==> src/rtl/tick_pwm_pkg.sv <==
package tick_pwm_pkg;
   typedef enum logic [2:0] {
      SEL_PERIOD = 3'd0,
      SEL_DUTY   = 3'd1,
      SEL_MODE   = 3'd2,
      SEL_TCTRL  = 3'd3,
      SEL_FCLR   = 3'd4
   } reg_sel_e;

   localparam int MODE_EN_BIT  = 0;
   localparam int MODE_OE_BIT  = 1;
   localparam int MODE_LO_POS  = 4;
   localparam int TC_PS_POS    = 0;
   localparam int TC_RUN_POS   = 2;
   localparam int TC_POST_POS  = 3;
endpackage

==> src/rtl/pwm_prescaler.sv <==
module pwm_prescaler #(
   parameter int SUB_W = 2,
   parameter int N_PS  = 3,
   parameter int SEL_W = 2
) (
   input  logic             clk,
   input  logic             rst_n,
   input  logic             run_i,
   input  logic [SEL_W-1:0] ps_i,
   output logic [SUB_W-1:0] sub_o,
   output logic             last_o
);
   localparam int FC_W = SUB_W * N_PS;

   logic [FC_W-1:0]  fc_q;
   logic [SUB_W-1:0] sub_opt [N_PS];
   logic [N_PS-1:0]  last_opt;
   logic [SEL_W-1:0] idx;

   // option k: fine counter wraps after 2^(SUB_W*(k+1)) clocks
   for (genvar k = 0; k < N_PS; k++) begin : g_opt
      assign sub_opt[k]  = fc_q[k*SUB_W +: SUB_W];
      assign last_opt[k] = &fc_q[SUB_W*(k+1)-1:0];
   end

   always_comb begin
      if (int'(ps_i) > N_PS - 1) idx = SEL_W'(N_PS - 1);
      else                       idx = ps_i;
   end

   assign sub_o  = sub_opt[idx];
   assign last_o = last_opt[idx];

   always_ff @(posedge clk or negedge rst_n) begin
      if (!rst_n)      fc_q <= '0;
      else if (run_i)  fc_q <= last_o ? '0 : fc_q + 1'b1;
   end
endmodule

==> src/rtl/pwm_timebase.sv <==
module pwm_timebase #(
   parameter int TMR_W = 8
) (
   input  logic             clk,
   input  logic             rst_n,
   input  logic             run_i,
   input  logic             tick_i,
   input  logic [TMR_W-1:0] period_i,
   output logic [TMR_W-1:0] tmr_o,
   output logic             match_o
);
   logic [TMR_W-1:0] tmr_q;

   assign match_o = run_i && tick_i && (tmr_q == period_i);
   assign tmr_o   = tmr_q;

   always_ff @(posedge clk or negedge rst_n) begin
      if (!rst_n)                tmr_q <= '0;
      else if (run_i && tick_i)  tmr_q <= match_o ? '0 : tmr_q + 1'b1;
   end

   p_wrap_to_zero_r2: assert property (@(posedge clk) disable iff (!rst_n)
      match_o |=> (tmr_q == '0));
   p_hold_when_stopped_r9: assert property (@(posedge clk) disable iff (!rst_n)
      !run_i |=> $stable(tmr_q));
endmodule

==> src/rtl/pwm_duty_unit.sv <==
module pwm_duty_unit #(
   parameter int DUTY_W = 10
) (
   input  logic              clk,
   input  logic              rst_n,
   input  logic              run_i,
   input  logic              match_i,
   input  logic [DUTY_W-1:0] duty_req_i,
   input  logic [DUTY_W-1:0] count_i,
   output logic              level_o
);
   logic [DUTY_W-1:0] duty_lat;
   logic              out_q;
   logic              hit;

   assign hit     = (count_i == duty_lat);
   // fall in the very clock the count reaches the threshold
   assign level_o = out_q && !hit;

   always_ff @(posedge clk or negedge rst_n) begin
      if (!rst_n) begin
         duty_lat <= '0;
         out_q    <= 1'b0;
      end else if (match_i) begin
         duty_lat <= duty_req_i;
         out_q    <= (duty_req_i != '0);
      end else if (run_i && hit) begin
         out_q    <= 1'b0;
      end
   end

   p_duty_hold_r6: assert property (@(posedge clk) disable iff (!rst_n)
      !match_i |=> $stable(duty_lat));
   p_zero_low_r4: assert property (@(posedge clk) disable iff (!rst_n)
      (duty_lat == '0) |-> !level_o);
endmodule

==> src/rtl/pwm_postscaler.sv <==
module pwm_postscaler #(
   parameter int POST_W = 4
) (
   input  logic              clk,
   input  logic              rst_n,
   input  logic              match_i,
   input  logic [POST_W-1:0] post_sel_i,
   input  logic              clr_i,
   output logic              flag_o
);
   logic [POST_W-1:0] post_q;
   logic              wrap;

   assign wrap = match_i && (post_q >= post_sel_i);

   always_ff @(posedge clk or negedge rst_n) begin
      if (!rst_n) begin
         post_q <= '0;
         flag_o <= 1'b0;
      end else begin
         if (match_i) post_q <= wrap ? '0 : post_q + 1'b1;
         if (wrap)       flag_o <= 1'b1;
         else if (clr_i) flag_o <= 1'b0;
      end
   end

   p_flag_sticky_r7: assert property (@(posedge clk) disable iff (!rst_n)
      (flag_o && !clr_i) |=> flag_o);
   p_flag_source_r7: assert property (@(posedge clk) disable iff (!rst_n)
      $rose(flag_o) |-> $past(match_i));
   p_set_beats_clear_r8: assert property (@(posedge clk) disable iff (!rst_n)
      (match_i && clr_i && post_sel_i == '0) |=> flag_o);
endmodule

==> src/rtl/tick_pwm.sv <==
module tick_pwm
   import tick_pwm_pkg::*;
#(
   parameter int DATA_W = 8,
   parameter int TMR_W  = 8,
   parameter int SUB_W  = 2,
   parameter int N_PS   = 3,
   parameter int PS_W   = 2,
   parameter int POST_W = 4
) (
   input  logic              clk,
   input  logic              rst_n,
   input  logic              wr_en,
   input  logic [2:0]        wr_sel,
   input  logic [DATA_W-1:0] wr_data,
   output logic              pwm_out,
   output logic              pwm_oe,
   output logic              event_flag
);
   localparam int DUTY_W = TMR_W + SUB_W;

   if (TMR_W > DATA_W) begin : g_bad_tmr
      $error("timer wider than write data");
   end
   if (MODE_LO_POS + SUB_W > DATA_W || TC_POST_POS + POST_W > DATA_W) begin : g_bad_fields
      $error("register fields exceed write data width");
   end
   if ((1 << PS_W) < N_PS) begin : g_bad_ps
      $error("prescale select too narrow for option count");
   end

   logic [TMR_W-1:0]  period_q;
   logic [TMR_W-1:0]  duty_hi_q;
   logic [SUB_W-1:0]  duty_lo_q;
   logic              mode_en_q;
   logic              mode_oe_q;
   logic [PS_W-1:0]   ps_q;
   logic              run_q;
   logic [POST_W-1:0] post_q;
   logic              clr_stb;

   always_ff @(posedge clk or negedge rst_n) begin
      if (!rst_n) begin
         period_q  <= '1;
         duty_hi_q <= '0;
         duty_lo_q <= '0;
         mode_en_q <= 1'b0;
         mode_oe_q <= 1'b0;
         ps_q      <= '0;
         run_q     <= 1'b0;
         post_q    <= '0;
      end else if (wr_en) begin
         case (reg_sel_e'(wr_sel))
            SEL_PERIOD: period_q  <= wr_data[TMR_W-1:0];
            SEL_DUTY:   duty_hi_q <= wr_data[TMR_W-1:0];
            SEL_MODE: begin
               duty_lo_q <= wr_data[MODE_LO_POS +: SUB_W];
               mode_en_q <= wr_data[MODE_EN_BIT];
               mode_oe_q <= wr_data[MODE_OE_BIT];
            end
            SEL_TCTRL: begin
               ps_q   <= wr_data[TC_PS_POS +: PS_W];
               run_q  <= wr_data[TC_RUN_POS];
               post_q <= wr_data[TC_POST_POS +: POST_W];
            end
            default: ;
         endcase
      end
   end

   assign clr_stb = wr_en && (wr_sel == SEL_FCLR);

   logic [SUB_W-1:0] sub;
   logic             tick;
   logic [TMR_W-1:0] tmr;
   logic             match;
   logic             level;

   pwm_prescaler #(.SUB_W(SUB_W), .N_PS(N_PS), .SEL_W(PS_W)) u_pre (
      .clk(clk), .rst_n(rst_n), .run_i(run_q), .ps_i(ps_q),
      .sub_o(sub), .last_o(tick)
   );

   pwm_timebase #(.TMR_W(TMR_W)) u_tb (
      .clk(clk), .rst_n(rst_n), .run_i(run_q), .tick_i(tick),
      .period_i(period_q), .tmr_o(tmr), .match_o(match)
   );

   pwm_duty_unit #(.DUTY_W(DUTY_W)) u_duty (
      .clk(clk), .rst_n(rst_n), .run_i(run_q), .match_i(match),
      .duty_req_i({duty_hi_q, duty_lo_q}), .count_i({tmr, sub}),
      .level_o(level)
   );

   pwm_postscaler #(.POST_W(POST_W)) u_post (
      .clk(clk), .rst_n(rst_n), .match_i(match), .post_sel_i(post_q),
      .clr_i(clr_stb), .flag_o(event_flag)
   );

   assign pwm_out = mode_en_q && level;
   assign pwm_oe  = mode_oe_q;

   p_no_match_stopped_r9: assert property (@(posedge clk) disable iff (!rst_n)
      !run_q |-> !match);
   p_oe_follows_mode_r10: assert property (@(posedge clk) disable iff (!rst_n)
      (wr_en && wr_sel == SEL_MODE) |=> (pwm_oe == $past(wr_data[MODE_OE_BIT])));
endmodule

==> config.mk <==
export PLATFORM = sky130hd
export DESIGN_NAME = tick_pwm
export DESIGN_NICKNAME = d
export VERILOG_FILES = /design/src/rtl/tick_pwm_pkg.sv /design/src/rtl/pwm_prescaler.sv /design/src/rtl/pwm_timebase.sv /design/src/rtl/pwm_duty_unit.sv /design/src/rtl/pwm_postscaler.sv /design/src/rtl/tick_pwm.sv
export SDC_FILE = /design/constraint.sdc
export NUM_CORES = 1
export LEC_CHECK = 0
export BUFFER_PORTS_ARGS = -buffer_cell sky130_fd_sc_hd__buf_2
export CAP_MARGIN = 20
export CORE_MARGIN = 2
export CORE_UTILIZATION = 40
export DETAILED_ROUTE_END_ITERATION = 12
export PLACE_DENSITY = 0.59
export REMOVE_ABC_BUFFERS = 1
export SYNTH_ARGS = -nofsm -noshare
export SYNTH_HDL_FRONTEND = slang
export SYNTH_SLANG_ARGS = --single-unit
==> constraint.sdc <==
create_clock -name clk -period 1.7 [get_ports clk]
set_input_delay 0.17 -clock clk [delete_from_list [all_inputs] [get_ports clk]]
set_output_delay 0.17 -clock clk [all_outputs]
set_load 0.01 [all_outputs]
[Yosys cells after proc, flatten, opt, wreduce, memory -nomap -nowiden]
Index checks and enable logic that the tools add are counted.
Operators by class
  add/sub/neg operators: 3
  $lt $le $gt $ge: 4
  equality and inequality tests: 6
  muxes and demuxes: 13
  bitwise gates (word level): 1
  reductions and logical operators: 19
Operators by type and width (number)
  10-bit == test: 1
  2-bit AND reduction: 5
  10-bit nonzero test: 1
  8-bit by 1-bit adder with 8-bit output, second input constant: 1
  8-bit == test: 1
  8-bit 2-to-1 mux: 1
  1-bit logical AND: 7
  6-bit by 1-bit adder with 6-bit output, second input constant: 1
  3-bit by 2-bit == test with 1-bit output, second input constant: 2
  2-bit 2-to-1 mux: 3
  6-bit 2-to-1 mux: 1
  6-bit AND reduction: 1
  1-bit 2-to-1 mux: 5
  4-bit by 1-bit adder with 4-bit output, second input constant: 1
  2-bit binary-select mux with 2-bit select: 1
  4-bit greater-or-equal comparator: 1
  4-bit 2-to-1 mux: 1
  4-bit AND reduction: 1
  2-bit nonzero test: 2
  3-bit by 1-bit == test with 1-bit output, second input constant: 1
  3-bit == test, second input constant: 1
  3-bit greater-or-equal comparator, second input constant: 1
  3-bit logical NOT: 1
  2-bit by 3-bit less-than comparator with 1-bit output, second input constant: 1
  4 further kinds: 4
Word-level totals
  register bits: 57
  output and inout port bits: 3

[Depth between registers and ports, before layout]
Gate-level depths: netlist of the first run.
  word-level depth: 10
  depth in mapped cells: 8
  mapped depth without buffers: 7

[By module]
From an unflattened synthesis of the first run, not the netlist that was laid out.
Second synthesis, totals
  cells, all modules: 242
  area, all modules: 2860.2 um^2
By module, submodules not included
  tick_pwm: instances 1, cells an instance 62, area each 1064.8 um^2, seq. area each 685.7 um^2
  pwm_duty_unit: instances 1, cells an instance 43, area each 554.3 um^2, seq. area each 275.3 um^2
  pwm_timebase: instances 1, cells an instance 53, area each 516.7 um^2, seq. area each 200.2 um^2
  pwm_prescaler: instances 1, cells an instance 48, area each 391.6 um^2, seq. area each 150.1 um^2
  pwm_postscaler: instances 1, cells an instance 36, area each 332.8 um^2, seq. area each 125.1 um^2

[Worst setup path after synthesis of the first run]
Ideal clock, no wire load.
  path type: register -> register
  start: register u_tb.tmr_q[2] (netlist: u_tb.tmr_o[2])
  end: register u_post.post_q[2]
  library setup time: 126 ps
  arrival time: 1649 ps
  data required time: 1574 ps
  slack: -75 ps
  stages on the path, launching flop included: 8
  clock period less this slack: 1775 ps
  cell sequence: dfrtp_1 buf_6 xor2_2 nor4_4 nand4_1 buf_6 buf_8 a221o_1
Between the ends
  longest elaborated chain between the ends: 4
Ends and longest elaborated chain
  from (decl): line pwm_timebase.sv:12  | logic [TMR_W-1:0] tmr_q;
  from (signal assigned): line pwm_timebase.sv:19  | else if (run_i && tick_i) tmr_q <= match_o ? '0 : tmr_q + 1'b1;
  8-bit == test *: line pwm_timebase.sv:14  | assign match_o = run_i && tick_i && (tmr_q == period_i);
  1-bit logical AND *: line pwm_timebase.sv:14
  1-bit logical AND: line pwm_postscaler.sv:14  | assign wrap = match_i && (post_q >= post_sel_i);
  4-bit 2-to-1 mux: line pwm_postscaler.sv:21  | if (match_i) post_q <= wrap ? '0 : post_q + 1'b1;
  to (signal assigned): line pwm_postscaler.sv:21
  to (decl): line pwm_postscaler.sv:11  | logic [POST_W-1:0] post_q;
Every way passes the cells marked *; elsewhere a longest branch is shown, timed or not.
A chain may end at the register's enable or synchronous reset.

[Worst setup path in the final report of the first run]
  start: register u_tb.tmr_q[5] (netlist: u_tb.tmr_o[5])
  end: output port pwm_out
Between the ends
  longest elaborated chain between the ends: 4
Ends and longest elaborated chain
  10-bit == test: line pwm_duty_unit.sv:16  | assign hit = (count_i == duty_lat);
  1-bit logical NOT: line pwm_duty_unit.sv:18  | assign level_o = out_q && !hit;
  1-bit logical AND: line pwm_duty_unit.sv:18
  1-bit logical AND: line tick_pwm.sv:100  | assign pwm_out = mode_en_q && level;
  to (decl): line tick_pwm.sv:16  | output logic pwm_out,
No other way between the ends.

==> results of run 1 <==
==> metal layers <==
metal / global-route usage (%) / part of all wire, % / vias up
met1: 24.06 / 46 / 1028
met2: 29.48 / 50 / 26
met4: 7.163 / 1.5 / 0
met5: 0 / 0 / -
met3: 4.901 / 3.0 / 9
li1: - / - / 989
==> stage by stage <==
step | setup slack, ps | total power, mW | cells | TNS [ps]
final | -303.9 | 4.456 | 405 | -1214
after global routing | -400.1 | 4.719 | 405 | -2313
after CTS | -358.5 | 4.424 | 403 | -2024
after detailed placement | -141.3 | 3.014 | 380 | -998.3
after global placement | -162.9 | 2.986 | 380 | -740.8
after floorplan | -360.4 | 2.459 | 231 | -4203
==> power by group <==
| group | internal, mW | leakage (nW) | switching, mW |
|---|---|---|---|
| sequential | 1.64 | 0.709 | 0.217 |
| combinational | 0.695 | 0.905 | 0.556 |
| clock | 0.764 | 0.102 | 0.585 |
| total | 3.10 | 1.72 | 1.36 |
==> cell type report <==
type / count / area [µm²] / area share (%)
Sequential cell: 57 / 1439 / 39.30
Tap cell: 96 / 120.1 / 3.281
Clock inverter: 5 / 62.56 / 1.709
Multi-Input combinational cell: 167 / 1388 / 37.90
Clock buffer: 11 / 151.4 / 4.135
Inverter: 7 / 26.28 / 0.7177
Timing Repair Buffer: 62 / 474.2 / 12.95
==> how the worst min path moves through the flow <==
stage                    end  slack, ps        from
2_1_floorplan   duty_hi_q[0]       -130       rst_n
3_3_place_gp   u_tb.tmr_o[1]        200       rst_n
3_5_place_dp   u_tb.tmr_o[1]        200       rst_n
4_1_cts         duty_hi_q[3]         80  wr_data[3]
5_1_grt            post_q[0]         80  wr_data[3]
6_report        duty_hi_q[7]         90  wr_data[7]
==> layout by cell type (no fill, tap or decap), types with 2 or more instances in the layout <==
cell,instances
nor4_1,4
a21oi_1,6
dfrtp_1,47
xor2_1,18
inv_1,7
mux2_2,38
nor4_4,2
and3_1,2
o21ai_0,4
clkbuf_8,11
dfrtp_2,2
buf_6,9
nand2_1,20
ha_1,7
mux2i_1,2
clkinvlp_4,2
buf_4,35
o21ai_2,4
nor2_1,6
dfstp_2,8
nor3_1,3
nand4_1,4
or4_1,2
nand3_1,6
buf_2,16
a22o_1,4
o21ai_1,6
nor2b_1,3
==> cell families after synthesis <==
family,share of synthesized area (%)
compound gates,7.434
mux,16.59
buf+inv,2.655
fa+ha+maj,3.097
simple gates,12.96
xor+xnor,6.460
flops,50.80
==> state kept, by name (all words and copies together) (netlist names) <==
name	flops
duty_hi_q	8
duty_lo_q	2
mode_en_q	1
period_q	8
post_q	4
ps_q	2
pwm_oe	1
run_q	1
u_duty.duty_lat	10
u_duty.out_q	1
u_post.flag_o	1
u_post.post_q	4
u_pre.fc_q	6
u_tb.tmr_o	8
==> worst max-delay path, stage by stage, from the launching register on <==
cell and delay (ps):
dfrtp_1 400, buf_6 140, xor2_1 150, nor4_1 260, nand2_1 110, o311a_1 290, buf_2 140
==> what timing repair did <==
item | CTS | global route
hold buffers | 1 | 0
setup buffers | 6 | 3
setup endpoints to repair | 22 | 25
pin swaps | 7 | 13
hold endpoints to repair | 49 | 0
cloned | 1 | 0
gates resized for setup | 21 | 18
==> impl_metrics.yaml, run 1 <==
synth:
  ys_ff_latch: 57
  synth.most_common_cell: "dfrtp_1"
  ys_dominant_reg_cell: "dfrtp_1"
  synth_edf_count: 0
  synth.cells.most_frequent: "dfrtp_1 (49), mux2_2 (38), nand2_1 (21)"
  syn_inst: 237
  synth_area_leaders: "dfrtp_1 (43%), mux2_2 (15%), dfstp_2 (7.4%)"
  syn_area_um2: 2828
  synth_seq_area_share_pct: 50.80
  avgSynthCellArea_um2: 11.93
  synth_warnings: 0
  yosysTopAreaCell: "dfrtp_1"
  ys_async_sr_fraction_pct: 100.0
  synth_top_area_share_pct: 43.36
  yosysUniqueCellTypes: 42
global_routing:
  grt_overflow_total: 0
  gr-usage-all-layers_pct: 18.44
  grt_pass1_wl_mm: 10.47
  grt_max_degree: 58
  grt_pass1_vias: 1999
  antenna_found_initial: 0
sta:
  rsz0062_at_grt: "yes"
  min_period_over_period_pct: 117.9
  finalHoldViolCount: 0
  min_period_ps: 2004
  report.final.slew_viol_count: 0
  fin_skew_ps: 9.458
  worst_slew_pin_slew_ps: 314.8
  relSlewSlack_pct: 79.01
  max_freq_mhz: 499.0
  hold_ws_ps: 90.56
  fin_ws_ps: -303.9
  setup_viol: 16
power_and_ir_drop:
  leakagePower_nw: 1.716
  irDropWorstVdd_v: 0.0005678
  powerDensity_nw_per_um2: 1217
critical_path:
  required_ps: 1530
  start_kind: "flip-flop"
  cp.arrival_ps: 1830
  critPathCaptureType: "output port"
  startpoint: "u_tb.tmr_o[5]"
  rr_startpoint: "period_q[3]"
  cp_max_fo: 5
  r2r_setup_slack_ps: -150
  reg2reg_depth: 7
  critPathCapture: "pwm_out"
  r2r_end: "u_post.post_q[2]"
  crit_type: "reg2out"
cts:
  clk_pin_slew_ps: 70
  clock_sink_count: 57
  h-tree-depth: 3
  cts-root-buf: "clkbuf_8"
  cts_made_buffers: 9
  clock_path_buffers: 2
  insertion_delay_ps: 340
  tritoncts: "built"
final_layout:
  fin_nets: 325
  drive_gt1_share_pct: 46.60
  syn2layout_area_growth_pct: 29.47
  utilization_pct: 53.59
  final_cell_area_um2: 3661
  nFillCells: 636
  diodes: 0
placed_design:
  portBuffers: 16
  dp_hpwl_mm: 4.513
  gp_congestion: 0.7910
  dpl-instance-area_um2: 3276
outcome:
  status: "finished, violations left"
  violations: "negative setup slack"
routing:
  routedWlPerCell_um: 15.81
  drcViolationCount: 0
  ant_nets: 0
  drt_first_pass_iters: 4
  first_iter_violations: 80
  via_count: 2052
  totalWireLength_mm: 6.402
  avgViaCountPerCell: 5.067
floorplanning:
  rows: 30
  start_util_pct: 41.39
  io_pins: 17
  chipWidth_um: 88.08
  core_area_um2: 6832
  die_area_um2: 7758
  die_h_um: 88.08
hold_path:
  min_delay_path_depth: 2
  hold_class: "in2reg"
run:
  max_cap_violations: 0
No activity file was read; power rests on OpenSTA's default activity.
==> inputs of run 2 (changes only) <==
SYNTH_HIERARCHICAL = 1   (was unset)
==> run 2 against run 1 <==
Effect of this change:
- die area is 1.1% higher
- final cell count is 2.0% lower
- sequential power barely moved
- area after synthesis increased by 1.2%
- sequential cell count is the same
- global-route usage is 1.5 points lower
- power shrank 3.2%
- the run still ends with negative setup slack left
- largest cell class unchanged
- core utilization shrank 2.2 points
- via count is 2.7% lower
==> impl_metrics.yaml, run 2 <==
synth:
  synth.cells.most_frequent: "dfrtp_1 (49), mux2_2 (37), nand2_1 (19)"
  synth_area_leaders: "dfrtp_1 (43%), mux2_2 (15%), dfstp_2 (7.3%)"
  ys_ff_latch: 57
  synth.most_common_cell: "dfrtp_1"
  ys_async_sr_fraction_pct: 100.0
  avgSynthCellArea_um2: 11.82
  syn_area_um2: 2860
  yosysUniqueCellTypes: 49
  synth_edf_count: 0
  ys_dominant_reg_cell: "dfrtp_1"
  synth_warnings: 6
  yosysTopAreaCell: "dfrtp_1"
  synth_seq_area_share_pct: 50.22
  syn_inst: 242
  synth_top_area_share_pct: 42.87
hold_path:
  whs_endpoint: "duty_hi_q[6]"
  min_delay_path_depth: 2
  hold_start: "wr_data[6]"
  hold_class: "in2reg"
sta:
  relSlewSlack_pct: 74.74
  rsz0062_at_grt: "yes"
  finalHoldViolCount: 0
  report.final.slew_viol_count: 0
  fin_ws_ps: -508.0
  setup_tns_ps: -10300
  fin_skew_ps: 9.201
  setup_viol: 25
  min_period_ps: 2208
  worst_slew_pin_slew_ps: 376.6
  min_period_over_period_pct: 129.9
  max_freq_mhz: 452.9
  hold_ws_ps: 99.85
cts:
  clock_sink_count: 57
  insertion_delay_ps: 330
  clock_path_buffers: 2
  h-tree-depth: 3
  cts-root-buf: "clkbuf_8"
  cts_made_buffers: 9
  tritoncts: "built"
  clk_pin_slew_ps: 60
routing:
  via_count: 1996
  totalWireLength_mm: 5.974
  first_iter_violations: 86
  drt_first_pass_iters: 4
  ant_nets: 0
  routedWlPerCell_um: 15.05
  drcViolationCount: 0
  avgViaCountPerCell: 5.028
critical_path:
  cp_max_fo: 18
  r2r_setup_slack_ps: -510
  cp.arrival_ps: 2420
  required_ps: 1910
  r2r_end: "u_duty/duty_lat[3]"
  critPathCaptureType: "flip-flop"
  rr_startpoint: "u_pre/fc_q[0]"
  reg2reg_depth: 8
  crit_type: "reg2reg"
  start_kind: "flip-flop"
power_and_ir_drop:
  leakagePower_nw: 1.606
  switchingPower_mw: 1.299
  swShare_pct: 30.09
  irDropWorstVdd_v: 0.0004210
  comb_power_share_pct: 29.1
  power_frac_seq_pct: 42.3
  p_int_mw: 3.017
  power.share.clock_pct: 28.5
  powerDensity_nw_per_um2: 1222
  total_power_mw: 4.315
floorplanning:
  core_area_um2: 6869
  start_util_pct: 41.64
  die_h_um: 88.56
  rows: 30
  die_area_um2: 7843
  chipWidth_um: 88.56
  io_pins: 17
outcome:
  status: "finished, violations left"
  violations: "negative setup slack"
final_layout:
  fin_nets: 317
  multi_input_area_um2: 1363
  largest_reg_flops: 10
  diodes: 0
  instances_no_fill: 397
  drive_gt1_share_pct: 41.53
  utilization_pct: 51.42
  regMostFlops: "u_duty/duty_lat"
  regArea_um2: 1436
  most-common-layout-cells: "dfrtp_1 (49), mux2_2 (37), buf_4 (27)"
  mostFrequentLayoutCell: "dfrtp_1"
  syn2layout_area_growth_pct: 23.49
  nFillCells: 610
global_routing:
  antenna_found_initial: 0
  grt_pass1_vias: 1911
  grt_max_degree: 58
  grt_pass1_wl_mm: 9.666
  grt_overflow_total: 0
  gr-usage-all-layers_pct: 16.99
placed_design:
  gp_congestion: 0.7972
  dp_hpwl_mm: 4.099
  dp.cells: 378
  portBuffers: 16
run:
  max_cap_violations: 0
## run 2: changes by cell type after synthesis, moves of 4 or more
cell     before  now
a22o_1        4    0
inv_1         7   13
nand4_1       4    8
nor2_1        8    2
o21ai_0      13    7
xnor2_1       1   12
xor2_1       18   11
## run 2: worst max-delay path: stages (launching register included)
cell,delay [ps]
dfrtp_1,360
ha_1,240
inv_1,70
a211o_2,320
o21ai_0,130
nand2_1,160
nor3_2,260
buf_12,190
mux2_2,340
## run 2: worst max path at each step
stage | end | cells past startpoint | start | slack, ps
after floorplan | u_duty/duty_lat[0] | 7 | u_pre/fc_q[0] | -1530
after global placement | u_duty/duty_lat[2] | 8 | u_pre/fc_q[0] | -350
after detailed placement | u_duty/duty_lat[2] | 8 | u_pre/fc_q[1] | -430
after CTS | pwm_out | 9 | u_pre/fc_q[0] | -540
after global routing | u_duty/duty_lat[0] | 8 | u_pre/fc_q[0] | -640
final | u_duty/duty_lat[3] | 8 | u_pre/fc_q[0] | -510
## run 2: cell type report
type	instances	area share (%)
Clock inverter	3	1.134
Inverter	13	1.382
Sequential cell	57	40.67
Tap cell	96	3.401
Clock buffer	13	4.215
Multi-Input combinational cell	166	38.58
Timing Repair Buffer	49	10.63
## run 2: kinds of logic after synthesis
logic type                 share of synthesized area (%)
and+or+nand+nor                                    13.34
DFF                                                50.22
muxes                                              15.27
AOI/OAI and AO/OA                                  7.830
xor gates and xnor gates                           7.043
buffers and inverters                              3.237
adders and majority gates                          3.062
## run 2: metal layers
metal	share of wire, %	vias to the layer above	GRT usage, %	wire length, µm
met5	0	-	0	0
met4	2.0	0	9.917	122
met3	2.9	8	3.358	175
met2	46	38	25.15	2729
met1	49	975	23.20	2947
li1	-	975	-	-
## run 2: stage by stage
| stage | cell area [µm²] | setup WS (ps) |
|---|---|---|
| 3_3_place_gp | 3291 | -352.6 |
| 3_5_place_dp | 3291 | -425.6 |
| 4_1_cts | 3513 | -537.1 |
| 5_1_grt | 3532 | -643.6 |
| 2_1_floorplan | 2816 | -1528 |
| 6_report | 3532 | -508.0 |
## run 2: power groups by stage
stage	logic, mW	registers [mW]	clock network, mW
after global routing	1.40	1.86	1.35
after detailed placement	1.16	1.85	0
final	1.26	1.83	1.23
after floorplan	0.621	1.86	0
after CTS	1.22	1.82	1.28
after global placement	1.15	1.84	0
## run 2: repair_timing
| action | 4_1_cts | 5_1_grt |
|---|---|---|
| setup endpoints to repair | 25 | 28 |
| pin swaps | 2 | 6 |
| hold endpoints to repair | 49 | 0 |
| setup buffers | 2 | 0 |
| resized for setup | 5 | 4 |
| hold buffers | 1 | 0 |
